### config.mk
export PLATFORM = sky130hd
export DESIGN_NAME = i2c_ptr_regfile
export DESIGN_NICKNAME = d
export VERILOG_FILES = /design/src/rtl/i2c_rf_pkg.sv /design/src/rtl/i2c_rf_filt.sv /design/src/rtl/i2c_rf_regs.sv /design/src/rtl/i2c_rf_target.sv /design/src/rtl/i2c_ptr_regfile.sv
export SDC_FILE = /design/constraint.sdc
export NUM_CORES = 1
export LEC_CHECK = 0
export BUFFER_PORTS_ARGS = -buffer_cell sky130_fd_sc_hd__buf_2
export CORE_AREA = 2 2 119 121
export DETAILED_ROUTE_END_ITERATION = 8
export DIE_AREA = 0 0 121 123
export GPL_ROUTABILITY_DRIVEN = 0
export GPL_TIMING_DRIVEN = 0
export PLACE_DENSITY = 0.49
export SLEW_MARGIN = 25
export SYNTH_ARGS = -nofsm -noshare
export SYNTH_HDL_FRONTEND = slang
export SYNTH_SLANG_ARGS = --single-unit
### constraint.sdc
create_clock -name clk_i -period 2.1 [get_ports clk_i]
set_clock_uncertainty 0.1 [all_clocks]
set_input_delay 0.21 -clock clk_i [delete_from_list [all_inputs] [get_ports clk_i]]
set_output_delay 0.21 -clock clk_i [all_outputs]
set_load 0.01 [all_outputs]
### src/rtl/i2c_rf_pkg.sv
package i2c_rf_pkg;
  localparam int REG_W    = 8;
  localparam int PTR_W    = 3;
  localparam int NUM_CFG  = 4;
  localparam int ADDR_W   = 7;
  localparam int STRAP_W  = ADDR_W - 1;
  localparam int STAT_W   = 2 * 3;
  localparam int BIT_CW   = $clog2(REG_W + 1);

  localparam logic [REG_W-1:0] CFG_RST [NUM_CFG] = '{8'h33, 8'h1F, 8'h10, 8'h20};

  typedef enum logic [2:0] {
    ST_IDLE,
    ST_ADDR,
    ST_ADDR_ACK,
    ST_WR,
    ST_WR_ACK,
    ST_RD,
    ST_RD_ACK
  } bus_st_e;
endpackage

### src/rtl/i2c_rf_filt.sv
module i2c_rf_filt #(
  parameter int FILT_LEN = 3
) (
  input  logic clk_i,
  input  logic rst_ni,
  input  logic raw_i,
  output logic filt_o
);
  localparam int CW = $clog2(FILT_LEN + 1);

  logic [1:0]    sync_q;
  logic          filt_q;
  logic [CW-1:0] cnt_q;

  // filtered level follows only after FILT_LEN equal differing samples
  always_ff @(posedge clk_i or negedge rst_ni) begin
    if (!rst_ni) begin
      sync_q <= 2'b11;
      filt_q <= 1'b1;
      cnt_q  <= '0;
    end else begin
      sync_q <= {sync_q[0], raw_i};
      if (sync_q[1] == filt_q) begin
        cnt_q <= '0;
      end else if (cnt_q == CW'(FILT_LEN - 1)) begin
        filt_q <= sync_q[1];
        cnt_q  <= '0;
      end else begin
        cnt_q <= cnt_q + 1'b1;
      end
    end
  end

  assign filt_o = filt_q;

  // the filtered level flips only after the synchronised input has differed from it
  p_filt_change_r11: assert property (@(posedge clk_i) disable iff (!rst_ni)
    (filt_q != $past(filt_q)) |-> ($past(sync_q[1]) == filt_q));
endmodule

### src/rtl/i2c_rf_regs.sv
module i2c_rf_regs
  import i2c_rf_pkg::*;
(
  input  logic             clk_i,
  input  logic             rst_ni,
  input  logic             wr_en_i,
  input  logic             wr_sel_data_i,
  input  logic [REG_W-1:0] wr_data_i,
  input  logic             rd_sel_data_i,
  output logic [REG_W-1:0] rd_data_o,
  input  logic [REG_W-1:0] stat0_i,
  input  logic [REG_W-1:0] stat1_i,
  output logic [NUM_CFG*REG_W-1:0] cfg_o
);
  logic [PTR_W-1:0] ptr_q;
  logic [REG_W-1:0] cfg_arr [NUM_CFG];
  logic             data_wr;

  assign data_wr = wr_en_i && wr_sel_data_i;

  always_ff @(posedge clk_i or negedge rst_ni) begin
    if (!rst_ni) ptr_q <= '0;
    else if (wr_en_i && !wr_sel_data_i) ptr_q <= wr_data_i[PTR_W-1:0];
  end

  for (genvar g = 0; g < NUM_CFG; g++) begin : g_cfg
    logic [REG_W-1:0] byte_q;
    always_ff @(posedge clk_i or negedge rst_ni) begin
      if (!rst_ni) byte_q <= CFG_RST[g];
      else if (data_wr && ptr_q == PTR_W'(g)) byte_q <= wr_data_i;
    end
    assign cfg_arr[g] = byte_q;
    assign cfg_o[g*REG_W +: REG_W] = byte_q;
  end

  always_comb begin
    rd_data_o = '0;
    if (!rd_sel_data_i) begin
      rd_data_o[PTR_W-1:0] = ptr_q;
    end else if (32'(ptr_q) < NUM_CFG) begin
      rd_data_o = cfg_arr[ptr_q[$clog2(NUM_CFG)-1:0]];
    end else if (32'(ptr_q) == NUM_CFG) begin
      rd_data_o = stat0_i;
    end else if (32'(ptr_q) == NUM_CFG + 1) begin
      rd_data_o = stat1_i;
    end
  end

  // a pointer-window write lands in the pointer on the next cycle
  p_ptr_write_r2: assert property (@(posedge clk_i) disable iff (!rst_ni)
    (wr_en_i && !wr_sel_data_i) |=> (ptr_q == $past(wr_data_i[PTR_W-1:0])));

  // a data-window write to a configuration slot shows on cfg_o
  p_cfg_write_r4: assert property (@(posedge clk_i) disable iff (!rst_ni)
    (data_wr && 32'(ptr_q) < NUM_CFG) |=>
      (cfg_o[$past(ptr_q[$clog2(NUM_CFG)-1:0])*REG_W +: REG_W] == $past(wr_data_i)));

  // data-window writes above the configuration slots leave cfg_o alone
  p_status_ro_r6: assert property (@(posedge clk_i) disable iff (!rst_ni)
    (data_wr && 32'(ptr_q) >= NUM_CFG) |=> $stable(cfg_o));
endmodule

### src/rtl/i2c_rf_target.sv
module i2c_rf_target
  import i2c_rf_pkg::*;
(
  input  logic               clk_i,
  input  logic               rst_ni,
  input  logic               scl_i,
  input  logic               sda_i,
  input  logic [STRAP_W-1:0] dev_addr_i,
  input  logic [REG_W-1:0]   rd_data_i,
  output logic               wr_en_o,
  output logic [REG_W-1:0]   wr_data_o,
  output logic               sel_data_o,
  output logic               sda_oe_o
);
  bus_st_e           st_q;
  logic              scl_p, sda_p;
  logic [REG_W-1:0]  shreg_q, tx_q, wr_data_q;
  logic [BIT_CW-1:0] cnt_q;
  logic              rnw_q, sel_q, nack_q, wr_en_q;
  logic              scl_rise, scl_fall, start_c, stop_c, byte_done;

  assign scl_rise  = scl_i && !scl_p;
  assign scl_fall  = !scl_i && scl_p;
  assign start_c   = scl_i && scl_p && sda_p && !sda_i;
  assign stop_c    = scl_i && scl_p && !sda_p && sda_i;
  assign byte_done = scl_fall && (cnt_q == BIT_CW'(REG_W));

  always_ff @(posedge clk_i or negedge rst_ni) begin
    if (!rst_ni) begin
      st_q      <= ST_IDLE;
      scl_p     <= 1'b1;
      sda_p     <= 1'b1;
      shreg_q   <= '0;
      tx_q      <= '1;
      wr_data_q <= '0;
      cnt_q     <= '0;
      rnw_q     <= 1'b0;
      sel_q     <= 1'b0;
      nack_q    <= 1'b0;
      wr_en_q   <= 1'b0;
    end else begin
      scl_p   <= scl_i;
      sda_p   <= sda_i;
      wr_en_q <= 1'b0;
      if (start_c) begin
        st_q  <= ST_ADDR;
        cnt_q <= '0;
      end else if (stop_c) begin
        st_q <= ST_IDLE;
      end else begin
        unique case (st_q)
          ST_ADDR: begin
            if (scl_rise) begin
              shreg_q <= {shreg_q[REG_W-2:0], sda_i};
              cnt_q   <= cnt_q + 1'b1;
            end else if (byte_done) begin
              cnt_q <= '0;
              if (shreg_q[REG_W-1:2] == dev_addr_i) begin
                st_q  <= ST_ADDR_ACK;
                rnw_q <= shreg_q[0];
                sel_q <= shreg_q[1];
              end else begin
                st_q <= ST_IDLE;
              end
            end
          end
          ST_ADDR_ACK: if (scl_fall) begin
            cnt_q <= '0;
            if (rnw_q) begin
              tx_q <= rd_data_i;
              st_q <= ST_RD;
            end else begin
              st_q <= ST_WR;
            end
          end
          ST_WR: begin
            if (scl_rise) begin
              shreg_q <= {shreg_q[REG_W-2:0], sda_i};
              cnt_q   <= cnt_q + 1'b1;
            end else if (byte_done) begin
              wr_en_q   <= 1'b1;
              wr_data_q <= shreg_q;
              cnt_q     <= '0;
              st_q      <= ST_WR_ACK;
            end
          end
          ST_WR_ACK: if (scl_fall) st_q <= ST_WR;
          ST_RD: if (scl_fall) begin
            tx_q <= {tx_q[REG_W-2:0], 1'b1};
            if (cnt_q == BIT_CW'(REG_W - 1)) begin
              cnt_q <= '0;
              st_q  <= ST_RD_ACK;
            end else begin
              cnt_q <= cnt_q + 1'b1;
            end
          end
          ST_RD_ACK: begin
            if (scl_rise) begin
              nack_q <= sda_i;
            end else if (scl_fall) begin
              if (nack_q) begin
                st_q <= ST_IDLE;
              end else begin
                tx_q <= rd_data_i;
                st_q <= ST_RD;
              end
            end
          end
          default: ;
        endcase
      end
    end
  end

  assign wr_en_o    = wr_en_q;
  assign wr_data_o  = wr_data_q;
  assign sel_data_o = sel_q;
  assign sda_oe_o   = (st_q == ST_ADDR_ACK) || (st_q == ST_WR_ACK) ||
                      ((st_q == ST_RD) && !tx_q[REG_W-1]);

  // SDA never changes while SCL stays high outside START/STOP
  p_oe_scl_high_r9: assert property (@(posedge clk_i) disable iff (!rst_ni)
    (scl_i && scl_p && $past(scl_i) && !start_c && !stop_c && !$past(start_c) && !$past(stop_c))
      |-> $stable(sda_oe_o));

  // a foreign address byte is followed by a released SDA
  p_no_ack_foreign_r1: assert property (@(posedge clk_i) disable iff (!rst_ni)
    (st_q == ST_ADDR && byte_done && !start_c && !stop_c &&
     shreg_q[REG_W-1:2] != dev_addr_i) |=> !sda_oe_o);

  // SDA is released during the controller acknowledge slot
  p_rd_ack_release_r9: assert property (@(posedge clk_i) disable iff (!rst_ni)
    (st_q == ST_RD_ACK) |-> !sda_oe_o);
endmodule

### src/rtl/i2c_ptr_regfile.sv
module i2c_ptr_regfile
  import i2c_rf_pkg::*;
#(
  parameter int FILT_LEN = 3
) (
  input  logic                     clk_i,
  input  logic                     rst_ni,
  input  logic                     scl_i,
  input  logic                     sda_i,
  output logic                     sda_oe_o,
  input  logic [STRAP_W-1:0]       dev_addr_i,
  input  logic [REG_W-1:0]         lol_count_i,
  input  logic [STAT_W-1:0]        lock_state_i,
  input  logic                     proto_mode_i,
  input  logic                     width_mode_i,
  output logic [NUM_CFG*REG_W-1:0] cfg_o
);
  localparam int NUM_LINES = 2;

  logic [NUM_LINES-1:0] line_raw, line_filt;
  logic                 wr_en, sel_data;
  logic [REG_W-1:0]     wr_data, rd_data, stat1;

  assign line_raw = {sda_i, scl_i};
  assign stat1    = {lock_state_i, proto_mode_i, width_mode_i};

  for (genvar l = 0; l < NUM_LINES; l++) begin : g_line
    i2c_rf_filt #(.FILT_LEN(FILT_LEN)) u_filt (
      .clk_i  (clk_i),
      .rst_ni (rst_ni),
      .raw_i  (line_raw[l]),
      .filt_o (line_filt[l])
    );
  end

  i2c_rf_target u_target (
    .clk_i      (clk_i),
    .rst_ni     (rst_ni),
    .scl_i      (line_filt[0]),
    .sda_i      (line_filt[1]),
    .dev_addr_i (dev_addr_i),
    .rd_data_i  (rd_data),
    .wr_en_o    (wr_en),
    .wr_data_o  (wr_data),
    .sel_data_o (sel_data),
    .sda_oe_o   (sda_oe_o)
  );

  i2c_rf_regs u_regs (
    .clk_i         (clk_i),
    .rst_ni        (rst_ni),
    .wr_en_i       (wr_en),
    .wr_sel_data_i (sel_data),
    .wr_data_i     (wr_data),
    .rd_sel_data_i (sel_data),
    .rd_data_o     (rd_data),
    .stat0_i       (lol_count_i),
    .stat1_i       (stat1),
    .cfg_o         (cfg_o)
  );
endmodule

# == Yosys cells after proc, flatten, opt, wreduce, memory -nomap -nowiden ==
# Index checks and enable logic that the tools add are counted.
# word_totals
reg_bits,82
input_bits,26
output_inout_bits,33
elab_cells,156
# classes
add_sub_neg,3
magnitude_cmp,2
n_eq_ne,38
mux,48
bitwise_logic,6
reduce_logical,37
# op_table
operator,n
two-way mux 8 bit,11
two-way mux 3 bit,15
!= test 4 x 1 -> 1 bit (second input constant),8
two-way mux 4 bit,7
one-hot mux 8 bit (3 select lines),1
one-hot mux 3 bit (6 select lines),1
binary-select mux 8 bit (select 2 bit),1
equality test 3 bit (second input constant),5
logical AND 1 bit,15
equality test 3 x 2 -> 1 bit (second input constant),4
!= test 4 bit (second input constant),3
one-hot mux 4 bit (3 select lines),1
AND reduction 11 bit,1
two-way mux 2 bit,5
!= test 2 x 1 -> 1 bit (second input constant),5
AND reduction 5 bit,2
AND reduction 9 bit,1
AND reduction 4 bit,2
nonzero test 8 bit,1
equality test 3 x 1 -> 1 bit (second input constant),2
equality test 6 bit,1
logical NOT 1 bit,6
!= test 3 x 1 -> 1 bit (second input constant),2
AND reduction 6 bit,1
19 further kinds,33

# == Depth between registers and ports, before layout ==
# logic_depth
depth_word,10
ltp_mapped,7

# == Cells and area by module ==
# A second synthesis with hierarchy kept.
# hier_totals
hier_cells,353
area_unflattened_um2,4227.8
# by_module_without_submodules
mod,n_inst,cells_each,area_each_um2
i2c_rf_target,1,192,2009.4
i2c_rf_regs,1,141,1860.5
i2c_rf_filt,2,10,178.9

# == Least setup slack after synthesis ==
# OpenSTA, ideal clock, no wires.
# synth_timing
path_type,reg2reg
start,reg u_target.scl_p
end,reg u_target.cnt_q[3]
setup_ps,126
arrival_ps,1483
required_ps,1874
setup_slack_ps,391
path_stages_with_launch,6
n_path_buf,0
period_less_slack_ps,1709
cell_sequence,dfstp_2 > and4bb_1 > nand2b_1 > a31oi_4 > nor2_1 > a221o_1
# synth_between
elab_chain_len,6
elab_cells_between_ends,19
# synth_lines
element,line_no,rtl
start: declaration,i2c_rf_target.sv:16,"logic scl_p, sda_p;"
start signal: assignment,i2c_rf_target.sv:42,scl_p <= scl_i;
logical NOT 1 bit,i2c_rf_target.sv:22,assign scl_rise = scl_i && !scl_p;
logical AND 1 bit,i2c_rf_target.sv:22,
two-way mux 4 bit,i2c_rf_target.sv:77,if (scl_rise) begin
one-hot mux 4 bit (3 select lines),i2c_rf_target.sv:51,unique case (st_q)
two-way mux 4 bit,i2c_rf_target.sv:48,end else if (stop_c) begin
two-way mux 4 bit,i2c_rf_target.sv:45,if (start_c) begin
end signal: assignment,i2c_rf_target.sv:55,cnt_q <= cnt_q + 1'b1;
end signal: assignment,i2c_rf_target.sv:79,cnt_q <= cnt_q + 1'b1;
end signal: assignment,i2c_rf_target.sv:94,cnt_q <= cnt_q + 1'b1;
end: declaration,i2c_rf_target.sv:18,logic [BIT_CW-1:0] cnt_q;
# Parallel ways exist; a longest one is shown, timed or not. The select of a mux whose other input is x is not followed.
# A chain may end at the register's enable or synchronous reset.

# == Worst setup path after layout ==
# layout_timing
start,reg u_regs.ptr_q[2]
end,reg u_regs.g_cfg[2].byte_q[0]
# layout_between
elab_chain_len,2
# layout_lines
element,line_no,rtl
start: declaration,i2c_rf_regs.sv:15,logic [PTR_W-1:0] ptr_q;
start signal: assignment,i2c_rf_regs.sv:23,else if (wr_en_i && !wr_sel_data_i) ptr_q <= wr_data_i[PTR_W-1:0];
equality test 3 x 2 -> 1 bit,i2c_rf_regs.sv:30,else if (data_wr && ptr_q == PTR_W'(g)) byte_q <= wr_data_i;
logical AND 1 bit,i2c_rf_regs.sv:30,
end signal: assignment,i2c_rf_regs.sv:29,if (!rst_ni) byte_q <= CFG_RST[g];
end signal: assignment,i2c_rf_regs.sv:30,
end: declaration,i2c_rf_regs.sv:27,logic [REG_W-1:0] byte_q;
# No other way between the ends.

==> results by group <==
Synthesis
  – Distinct cells, synth: 53
  – Seq cells post-synth: 82
  – Post-synth EDFFs: 0
  – Syn. warnings: 0
  – Most frequent cell after synthesis: mux2_2
  – Cell accounting for the most synthesized area: dfrtp_1
  – Top post-synthesis cells by area: dfrtp_1 (34%), mux2_2 (18%), dfstp_2 (18%)
  – Asr flop ratio synth: 100%
  – Synth Instances: 316
  – Sequential share of the synthesized area: 52.2%
  – Syn avg cell area: 12.6 um^2
  – Netlist Area Pre-Place: 4000 um^2
  – Mapped Nets: 344
  – Ys flop type: dfrtp_1
  – Post-synth top area share: 34.5%
  – Commonest cells in the synthesized netlist: mux2_2 (65), dfrtp_1 (55), dfstp_2 (27), nor2_1 (25), a21oi_1 (14)

Worst hold path
  – Hold Path Class: reg -> reg
  – Hold_sp: g_line[1].u_filt.sync_q[0]$_DFF_PN1_

STA
  – Max Clk Rate: 0.502 GHz
  – Worst-margin pin slew: 0.589 ns
  – Final setup violation count: 0
  – Number of hold violations in the final report: 0
  – Setup tns final: 0 ns
  – Max-slew headroom: 60.7%
  – Tcrit/Tclk final: 94.9%
  – Post-route minimum period: 1.99 ns
  – Unrepaired setup endpoints after global routing: false
  – Max Slew Vio Count: 0

Worst setup path
  – Worst Setup EP: u_regs.g_cfg[2].byte_q[0]$_DFFE_PN0P_
  – Critical path depth: 5
  – Worst setup path startpoint: u_regs.ptr_q[2]$_DFFE_PN0P_
  – Crit-path cells: clkinv_1 > and3_1 > nand2_1 > nor2_2 > mux2_2
  – CP max stage delay: 0.47 ns
  – CP arrival: 2.12 ns
  – Crit. End Element: flop
  – Worst R2R Setup Slack: 0.11 ns
  – Worst r2r path cells: 5
  – Crit Path Class: reg -> reg
  – Critical Path Source Type: flop
  – Worst r2r src: u_regs.ptr_q[2]$_DFFE_PN0P_
  – CP top delay family: simple AND/OR/NAND/NOR gates
  – CP max-delay cell: nor2_2
  – Critical Path RT: 2.22 ns
  – Buf/Inv on CP: 1
  – Reg-to-reg endpoint: u_regs.g_cfg[2].byte_q[0]$_DFFE_PN0P_
  – Crit Path Max Fanout: 10

Power
  – Leak pwr: 2.28 nW
  – Max rail drop VDD: 0.000484 V
  – Power Density: 818 nW/um^2
  – Total Power: 4.01 mW

Place
  – Post-DP HPWL: 6740 um
  – Port Buffers: 58
  – Dpl cells: 555

Floorplanning
  – Core area: 13600 um^2
  – I/O Pins: 59
  – # rows: 43
  – Die Wd: 121 um
  – Die H: 123 um
  – Die area: 14900 um^2
  – Starting density of the core: 29.4%

Routing
  – Routed WL: 9300 um
  – Via count: 2755
  – Post-DRT Antenna Nets: 0
  – DRC violations left: 0
  – DR vias/cell: 4.80
  – 1st-iter DRT viols: 126
  – DR WL/cell: 16.2 um
  – DRT Pass-1 Iters: 4

Status
  – Run status: finished clean

Finish
  – Layout cells sized above 1: 49.5%
  – Area grow syn2layout: 22.6%
  – Non-Filler Instances: 574
  – ANT cells: 0
  – Nets@finish: 417

GRT
  – Antenna violations before repair: 0
  – GRT Util Overall: 13.3%
  – Vias in the first global route: 2921
  – Largest net degree at the start of global routing: 50
  – First-pass GRT wire length: 15100 um
  – Gr ovfl total: 0

CTS
  – Clk sinks: 82
  – Clock Latency Late Sink: 0.33 ns
  – Num CTS Buffers: 9
  – CTS tree: built
  – Reg clk slew, reported paths: 0.06 ns
  – CTS Root Cell: clkbuf_16
  – Clk buf depth: 2
  – Clock H-tree levels: 3

Job
  – Max-cap viol count: 0
==> metal layers <==
layer	wire (um)	vias to the layer above	part of all wire, %	track usage (%)
met2	4550	47	49	21.8
li1	-	1307	-	-
met1	4260	1392	46	17.4
met5	0	-	0	0
met3	324	9	3.5	1.89
met4	170	0	1.8	6.18
==> flip-flops by register name, summed over array words and instances, names as in the netlist <==
name and flops:
u_regs.g_cfg.byte_q 32, u_target.shreg_q 8, u_target.tx_q 8, u_target.wr_data_o 8, g_line.u_filt.cnt_q 4, g_line.u_filt.sync_q 4, u_target.cnt_q 4, u_regs.ptr_q 3
u_target.st_q 3, g_line.u_filt.filt_o 2, u_target.nack_q 1, u_target.rnw_q 1, u_target.scl_p 1, u_target.sda_p 1, u_target.sel_data_o 1, u_target.wr_en_o 1
==> kinds of logic after synthesis <==
kind of cell / Yosys count / share of synthesized area [%]
AND/OR/NAND/NOR: 82 / 11.0
AO/OA/AOI/OAI: 49 / 8.61
multiplexers: 74 / 22.8
adder cells (fa/ha/maj): 2 / 0.626
flip-flops: 82 / 52.2
XOR/XNOR: 10 / 2.19
buffers and inverters: 17 / 2.63
==> metrics by stage <==
| stage | util (%) | hold WS (ns) | cell area [um^2] | setup slack (ns) |
|---|---|---|---|---|
| floorplan | - | -0.186 | 4000 | 0.391 |
| global placement | 33.1 | 0.216 | 4510 | 0.0521 |
| detailed placement | 33.4 | 0.0943 | 4540 | 0.0552 |
| CTS | 35.9 | 0.255 | 4890 | 0.0564 |
| global route | 36.0 | 0.256 | 4900 | 0.00891 |
| finish | 36.0 | 0.254 | 4900 | 0.107 |
==> cells in the final DEF, fill, tap and decap left out, types with 4 or more instances in the layout <==
cell type,instances
nand2b_1,5
xor2_1,6
xnor2_1,4
buf_6,4
mux4_2,7
a21oi_1,14
o21ai_0,6
mux2_2,65
nand2_1,10
nor2b_1,6
a22oi_1,7
dfstp_2,27
dfrtp_1,55
buf_2,63
o22ai_1,7
nor2_1,25
nand3_1,7
nor3_1,7
clkbuf_16,9
==> report_power, final <==
part / leakage [nW] / switching (mW) / internal (mW)
clock network: 0.153 / 0.651 / 1.05
logic: 1.09 / 0.263 / 0.237
registers: 1.05 / 0.0950 / 1.71
total: 2.28 / 1.01 / 3.00
==> how the worst min path moves through the flow <==
stage / to / slack, ns / cells past startpoint
after floorplan: g_line[0].u_filt.cnt_q[0]$_DFF_PN0_ / -0.19 / 0
after CTS: g_line[1].u_filt.sync_q[1]$_DFF_PN1_ / 0.26 / 0
final: g_line[1].u_filt.sync_q[1]$_DFF_PN1_ / 0.25 / 0
after global placement: g_line[0].u_filt.sync_q[0]$_DFF_PN1_ / 0.22 / 1
after detailed placement: u_regs.g_cfg[0].byte_q[6]$_DFFE_PN0P_ / 0.09 / 1
after global routing: u_target.sda_p$_DFF_PN1_ / 0.26 / 0
==> cell type report <==
| cell class | count | area (um^2) |
|---|---|---|
| Buffer | 13 | 90.1 |
| Clock buffer | 10 | 229 |
| Clock inverter | 6 | 90.1 |
| Fill cell | 1350 | 8710 |
| Inverter | 4 | 15.0 |
| Multi-Input combinational cell | 217 | 1810 |
| Sequential cell | 82 | 2090 |
| Tap cell | 180 | 225 |
| Timing Repair Buffer | 62 | 350 |
==> what timing repair did <==
| action | CTS | global route |
|---|---|---|
| hold endpoints to repair | 25 | 0 |
| endpoints found under the setup margin | 0 | 8 |
| hold buffers | 3 | 0 |
| setup buffers | 0 | 0 |
| gates resized for setup | 0 | 2 |
Note: power is estimated with default switching activity, not from simulation.
